`config.mk`:
```
export PLATFORM = sky130hd
export DESIGN_NAME = burst_addr_seq
export DESIGN_NICKNAME = d
export VERILOG_FILES = /design/src/rtl/bseq_pkg.sv /design/src/rtl/bseq_rst_sync.sv /design/src/rtl/bseq_decode.sv /design/src/rtl/bseq_state.sv /design/src/rtl/bseq_offset.sv /design/src/rtl/burst_addr_seq.sv
export SDC_FILE = /design/constraint.sdc
export NUM_CORES = 1
export LEC_CHECK = 0
export BUFFER_PORTS_ARGS = -buffer_cell sky130_fd_sc_hd__clkbuf_2
export CAP_MARGIN = 20
export CORE_UTILIZATION = 45
export CTS_BUF_LIST = sky130_fd_sc_hd__clkbuf_4
export CTS_CLUSTER_SIZE = 14
export DETAILED_ROUTE_END_ITERATION = 12
export GPL_TIMING_DRIVEN = 0
export PLACE_DENSITY = 0.81
export RECOVER_POWER = 100
export SETUP_SLACK_MARGIN = 0.5
export SLEW_MARGIN = 0
export SYNTH_ARGS = -nofsm -noshare
export SYNTH_HDL_FRONTEND = slang
export SYNTH_SLANG_ARGS = --single-unit
```
`constraint.sdc`:
```
create_clock -name clk -period 2.2 [get_ports clk]
set_input_delay 0.11 -clock clk [delete_from_list [all_inputs] [get_ports clk]]
set_output_delay 0.11 -clock clk [all_outputs]
set_load 0.05 [all_outputs]
```
`src/rtl/bseq_pkg.sv`:
```
package bseq_pkg;

  typedef enum logic [1:0] {
    OP_IDLE = 2'd0,
    OP_LOAD = 2'd1,
    OP_STEP = 2'd2
  } bseq_op_e;

endpackage

```
`src/rtl/bseq_rst_sync.sv`:
```
module bseq_rst_sync #(
  parameter int STAGES = 2
) (
  input  logic clk,
  input  logic arst_n,
  output logic srst_n
);

  localparam int LAST = STAGES - 1;

  logic [STAGES-1:0] chain_q;

  generate
    genvar g;
    for (g = 0; g < STAGES; g++) begin : g_stage
      if (g == 0) begin : g_first
        always_ff @(posedge clk or negedge arst_n) begin
          if (!arst_n) chain_q[g] <= 1'b0;
          else         chain_q[g] <= 1'b1;
        end
      end else begin : g_rest
        always_ff @(posedge clk or negedge arst_n) begin
          if (!arst_n) chain_q[g] <= 1'b0;
          else         chain_q[g] <= chain_q[g-1];
        end
      end
    end
  endgenerate

  assign srst_n = chain_q[LAST];

endmodule

```
`src/rtl/bseq_decode.sv`:
```
module bseq_decode
  import bseq_pkg::*;
(
  input  logic     stall_i,
  input  logic     adv_i,
  output bseq_op_e op_o
);

  always_comb begin
    if (stall_i)     op_o = OP_IDLE;
    else if (!adv_i) op_o = OP_LOAD;
    else             op_o = OP_STEP;
  end

endmodule

```
`src/rtl/bseq_state.sv`:
```
module bseq_state
  import bseq_pkg::*;
#(
  parameter int ADDR_W = 20,
  parameter int BEAT_W = 2
) (
  input  logic              clk,
  input  logic              rst_n,
  input  bseq_op_e          op_i,
  input  logic [ADDR_W-1:0] load_addr_i,
  output logic [ADDR_W-1:0] base_o,
  output logic [BEAT_W-1:0] beat_o
);

  localparam logic [BEAT_W-1:0] BEAT_ONE = BEAT_W'(1);

  logic [ADDR_W-1:0] base_q, base_d;
  logic [BEAT_W-1:0] beat_q, beat_d;
  logic              base_en, beat_en;

  always_comb begin
    base_en = 1'b0;
    beat_en = 1'b0;
    base_d  = base_q;
    beat_d  = beat_q;
    unique case (op_i)
      OP_LOAD: begin
        base_en = 1'b1;
        beat_en = 1'b1;
        base_d  = load_addr_i;
        beat_d  = '0;
      end
      OP_STEP: begin
        beat_en = 1'b1;
        beat_d  = beat_q + BEAT_ONE;
      end
      default: ;
    endcase
  end

  always_ff @(posedge clk or negedge rst_n) begin
    if (!rst_n)       base_q <= '0;
    else if (base_en) base_q <= base_d;
  end

  always_ff @(posedge clk or negedge rst_n) begin
    if (!rst_n)       beat_q <= '0;
    else if (beat_en) beat_q <= beat_d;
  end

  assign base_o = base_q;
  assign beat_o = beat_q;

endmodule

```
`src/rtl/bseq_offset.sv`:
```
module bseq_offset #(
  parameter int BEAT_W = 2
) (
  input  logic [BEAT_W-1:0] start_i,
  input  logic [BEAT_W-1:0] beat_i,
  input  logic              interleave_i,
  output logic [BEAT_W-1:0] offset_o
);

  logic [BEAT_W-1:0] lin_off, xor_off;

  always_comb begin
    lin_off  = start_i + beat_i;
    xor_off  = start_i ^ beat_i;
    offset_o = interleave_i ? xor_off : lin_off;
  end

endmodule

```
`src/rtl/burst_addr_seq.sv`:
```
module burst_addr_seq
  import bseq_pkg::*;
#(
  parameter int ADDR_W      = 20,
  parameter int BEAT_W      = 2,
  parameter int SYNC_STAGES = 2
) (
  input  logic              clk,
  input  logic              rst_n,
  input  logic              stall_i,
  input  logic              adv_i,
  input  logic [ADDR_W-1:0] load_addr_i,
  input  logic              interleave_i,
  output logic [ADDR_W-1:0] addr_o
);

  localparam int HI_W = ADDR_W - BEAT_W;

  logic              core_rst_n;
  bseq_op_e          op;
  logic [ADDR_W-1:0] base;
  logic [BEAT_W-1:0] beat;
  logic [BEAT_W-1:0] offset;

  bseq_rst_sync #(.STAGES(SYNC_STAGES)) u_rst (
    .clk    (clk),
    .arst_n (rst_n),
    .srst_n (core_rst_n)
  );

  bseq_decode u_dec (
    .stall_i (stall_i),
    .adv_i   (adv_i),
    .op_o    (op)
  );

  bseq_state #(.ADDR_W(ADDR_W), .BEAT_W(BEAT_W)) u_state (
    .clk         (clk),
    .rst_n       (core_rst_n),
    .op_i        (op),
    .load_addr_i (load_addr_i),
    .base_o      (base),
    .beat_o      (beat)
  );

  bseq_offset #(.BEAT_W(BEAT_W)) u_off (
    .start_i      (base[BEAT_W-1:0]),
    .beat_i       (beat),
    .interleave_i (interleave_i),
    .offset_o     (offset)
  );

  assign addr_o = {base[ADDR_W-1 -: HI_W], offset};

endmodule

```
Word level (Yosys, flattened, before mapping)

Index checks and enable logic that the tools add are counted.

Register bits after elaboration: 24
Latch bits: 0
Memory bits (writable): 0
Memory bits (read-only): 0
Input port bits: 25
Output and inout bits: 20
Memories: 0

$add $sub $neg: 2
$mul: 0
Divide/modulo/power cells: 0
Order comparisons: 0
Eq/ne operators: 2
Shift-type cells: 0
Multiplexer cells: 6
Bitwise logic cells: 1
Reductions and logical operators: 4

Operators by type and width:

| operator                                                               | count |
|---|---|
| 2-bit two-way mux                                                      | 3 |
| 2-bit case mux with 2 select lines                                     | 1 |
| 2-bit AND reduction                                                    | 2 |
| 2-bit by 1-bit adder with 2-bit output (second input constant)         | 1 |
| 2-bit adder                                                            | 1 |
| 2-bit by 1-bit equality test with 1-bit output (second input constant) | 1 |
| 2-bit equality test (second input constant)                            | 1 |
| 1-bit two-way mux                                                      | 2 |
| 2-bit nonzero test                                                     | 1 |
| 2-bit OR reduction                                                     | 1 |
| 2-bit bitwise XOR                                                      | 1 |

Logic depth before layout (Yosys ltp)

Word-level depth: 6
Gate-level depth with buffers: 3

Cells and area by module

From an unflattened synthesis, not the netlist that was laid out.

Cell total of the unflattened synthesis: 64
Area, all modules: 1051.0 um^2

By module, submodules not included:

| module        | instances | cells an instance | area an instance (um^2) | seq. area each (um^2) |
|---|---|---|---|---|
| bseq_state    | 1         | 55                | 943.4                   | 550.5 |
| bseq_rst_sync | 1         | 3                 | 53.8                    | 50.0 |
| bseq_offset   | 1         | 4                 | 36.3                    | 0.0 |
| bseq_decode   | 1         | 2                 | 17.5                    | 0.0 |

Worst setup path after synthesis

OpenSTA, ideal clock, no wires.

Kind: register to output
From: register u_state.beat_q[0] (netlist: u_state.beat_o[0])
To: output addr_o[1]
Data arrival time: 1514 ps
Required time: 2090 ps
Slack: 576 ps
Cell stages (with the launch flop): 4
Buffers on the path: 0
Cells stage by stage: dfrtp_1 ha_1 nor2b_1 xnor2_1

Longest elaborated chain between the ends: 2

RTL lines:

| what                   | RTL line             | text |
|---|---|---|
| from (decl)            | bseq_state.sv:18     | `logic [BEAT_W-1:0] beat_q, beat_d;` |
| from (signal assigned) | bseq_state.sv:48     | `else if (beat_en) beat_q <= beat_d;` |
| 2-bit adder            | bseq_offset.sv:13    | `lin_off = start_i + beat_i;` |
| 2-bit two-way mux      | bseq_offset.sv:15    | `offset_o = interleave_i ? xor_off : lin_off;` |
| to (decl)              | burst_addr_seq.sv:14 | `output logic [ADDR_W-1:0] addr_o` |

Every way passes these cells.

Final worst setup path

Same ends and word-level chain as after synthesis.

==> summary by stage <==
Route
The starting DRC count in detailed routing is 3. Using the TritonRoute via totals, the vias-per-cell ratio works out to 4.48. The length of the first detailed-routing pass in iterations is 2. After detailed routing, the average wire length per cell comes to 11.5 microns. After detailed routing, the total wire length is 1770 microns. The count of antenna-violating nets left after detailed routing is 0. The post-detailed-route DRC marker count is 0. The via count of the routed design is 686.

Synth
During synthesis, Yosys emitted a total of 0 warnings. The synthesized-area fraction occupied by ao, oa, aoi and oai cells is 1.31%. The share of the yosys chip area belonging to registers is 52.6%. The largest family of logic cells by synthesized area is multiplexers. Summing the areas of all xor and xnor instances in the mapped netlist gives 1.53% of the synthesized area. Synthesis produced a netlist with a net count of 103. Synthesis produced 77 cells. After synthesis, the mean cell area works out to 14.8 sq um. The synthesized netlist devotes 3.07% of its cell area to simple gates.

The synthesized netlist devotes 1.10% of its cell area to adder and majority cells. The number of distinct library cells after synthesis is 12. The synthesized design contains 24 register bits.

The post-synthesis mux area share is 26.3%. The combined area of all synthesized cells is 1140 sq um.

Clock tree
The clock transition time at the flip-flop clock pins of the worst setup and hold paths is 0.11 ns. The clock tree from TritonCTS is done. CTS built an H-tree with a depth of 1. The number of buffers created by CTS is 3. The longest clock path from root to sink contains 2 buffers.

The tree is rooted in a clkbuf_4. The post-CTS setup buffer count is 0. The post-CTS resize count is 0. The clock latency at the later pin of the worst-skew pair is 0.29 ns. The clock net in this run drives a total of 24 sinks.

The cts-stage hold buffer count is 1.

Worst setup path
In this run the critical register-to-register path is captured at u_state.base_o[19]. The data arrival time at the worst-slack endpoint is 1.66 ns. For flop-to-flop paths, the worst setup slack is 1.34 ns. The endpoint kind of the worst setup timing path is an output pin.

STA classifies the critical path startpoint as a flip-flop. The startpoint identified for the worst register-to-register timing path is u_rst.srst_n. The required time reported for the critical path endpoint is 2.09 ns.

The launch point of the worst path is u_state.beat_o[0]. Measured in cells, the most critical reg-to-reg path has a length of 0. The start-to-end type of the worst setup path is reg -> out.

The last element of the critical path is addr_o[1]. The biggest fanout along the worst timing path is 5.

Floorplanning
The number of placement rows is 17. During I/O placement, the number of pins put on the boundary was 45. For this configuration, the core starts out at a cell density of 49.7%. The die covers 2740 sq um. In this run the horizontal extent of the chip is 52.4 microns.

In this run the vertical extent of the chip is 52.4 microns. In this run the standard cell core region covers 2300 sq um.

Cells and area
The library cell used most frequently in the layout, excluding fill and tap cells, is dfrtp_1. The layout cell share with drive strength beyond 1 is 37.6%. The multi-input combinational cells in the finished layout cover a total of 309 sq um.

The register cell area after layout is 601 sq um. The share of the core filled with cells in the final layout is 57.8%. In the layout the commonest cells are dfrtp_1, clkbuf_2, clkbuf_1. For this run, the post-layout net count is 153.

Counting the fill cells in the layout gives 226. From synthesis to final layout, the design area changed by 16.3%. The count of inserted antenna diode cells is 0.

Place
The final weighted congestion of routability-driven global placement is 0.658. The HPWL reported at the end of detailed placement is 1460 microns. The worst-case setup slack after placement is 0.945 ns. The number of buffers added on ports is 44.

Timing
At the pin with the least slew margin, the transition time is 0.830 ns. Setup violations remaining at the end of the flow were counted as 0. After layout, the worst setup slack is 0.432 ns. Setup total negative slack on the finished layout was measured at 0 ns.

The number of failing hold endpoints at the final stage is 0. Setup repair after global routing left no endpoint under its margin. The final max-slew violation count came to 0. The normalized max-slew margin is 44.7%. For this run, the top clock speed supported by timing is 0.566 GHz.

The post-route fraction of the period consumed by the critical path is 80.4%. After layout, the minimum clock period comes to 1.77 ns. Between clock sinks in the finished design, the worst skew comes to 0.00100 ns.

Global route
For this run, the total global-route usage over all layers was measured as 13.9%. The number of antenna violations at the first check in global routing came to 0. The number of global-route vias before repair was 664. The total overflow left after global routing is 0.

The pin count of the biggest net entering global routing is 23. The first global-routing pass estimated 2660 microns of wire.

Min path
The min-delay analysis places its worst path in the category in -> reg.

Power and ir drop
The static leakage power is 0.633 nW. The overall power of the completed layout is 1.15 mW. Dividing total power by cell area gives a power density of 866 nW/um^2. Summed over all nets, the switching power comes to 0.443 mW. The part of the total power dissipated in combinational logic is 37.7%. The internal power contribution is 0.709 mW.

The share of total power dissipated in sequential elements is 47.0%. Per report_power, the clock group accounts for 15.3% of the total. The switching share of total power is 38.4%.

The maximum vdd drop is 0.000414 V.

Run status
The flow ran to the end, and the final reports show no timing, DRC or antenna violations.

Job
Max-cap violations in this run came to 0.
-- per-layer routing --
metal	part of all wire (%)	wire, microns	vias to the layer above	track usage [%]
met2	58	1020	15	24.9
li1	-	-	334	-
met4	1.5	27	0	9.21
met1	38	674	335	15.2
met5	0	0	-	0
met3	2.4	43	2	1.74
-- how the worst min path moves through the flow --
stage                                from                 end  depth (start not counted)
after global routing       load_addr_i[0]   u_state.base_o[0]                          2
final                      load_addr_i[1]   u_state.base_o[1]                          2
after detailed placement            rst_n    u_rst.chain_q[0]                          1
after CTS                 load_addr_i[18]  u_state.base_o[18]                          2
after global placement              rst_n    u_rst.chain_q[0]                          1
after floorplan                     rst_n    u_rst.chain_q[0]                          0
-- cells in the mapped netlist, drive strengths merged --
| cell | number | area (sq um) |
|---|---|---|
| xnor2 | 2 | 17.5 |
| o21ai | 3 | 15.0 |
| buf | 20 | 158 |
| ha | 1 | 12.5 |
| nand2b | 2 | 12.5 |
| nor2b | 2 | 12.5 |
| conb | 1 | 3.75 |
| nor2 | 1 | 6.26 |
| nand2 | 1 | 3.75 |
| mux2 | 20 | 300 |
| dfrtp | 24 | 601 |
-- sequential cells by signal, summed over array words and instances (netlist names) --
signal,cells
u_rst.chain_q,1
u_state.beat_o,2
u_state.base_o,20
u_rst.srst_n,1
-- layout make-up --
type                            instances  area share, %
Sequential cell                        24           45.2
Buffer                                 20           11.9
Tap cell                               28           2.64
Clock buffer                            3           1.69
Multi-Input combinational cell         33           23.3
Timing Repair Buffer                   45           15.3
-- power by group through the flow --
stage               Sequential [mW]  Clock (mW)  Combinational [mW]
global placement              0.550           0               0.495
global route                  0.550       0.209               0.456
CTS                           0.546       0.185               0.506
finish                        0.541       0.176               0.434
floorplan                     0.542           0               0.417
detailed placement            0.555           0               0.502
-- per-stage QoR --
step | hold slack [ns] | std cells | cell area [sq um]
global placement | -0.103 | 149 | 1400
detailed placement | -0.103 | 149 | 1400
finish | 0.0229 | 153 | 1330
global route | 0.00552 | 153 | 1330
CTS | 0.0225 | 153 | 1430
floorplan | -0.186 | 77 | 1140
-- critical path, cell delays in order, from the launching register on --
cell      delay [ns]
dfrtp_1         0.44
ha_1            0.19
nor2b_1         0.13
xnor2_1         0.12
clkbuf_1        0.48
-- logic make-up (layout without fill, tap and decap cells) --
kind of cell / Yosys count / count (layout)
other cells: 1 / 1
xor+xnor: 2 / 2
compound gates: 3 / 3
flops: 24 / 24
fa+ha+maj: 1 / 1
buf+inv: 20 / 68
simple gates: 6 / 6
mux: 20 / 20
Power figures use the tool's default switching activity.
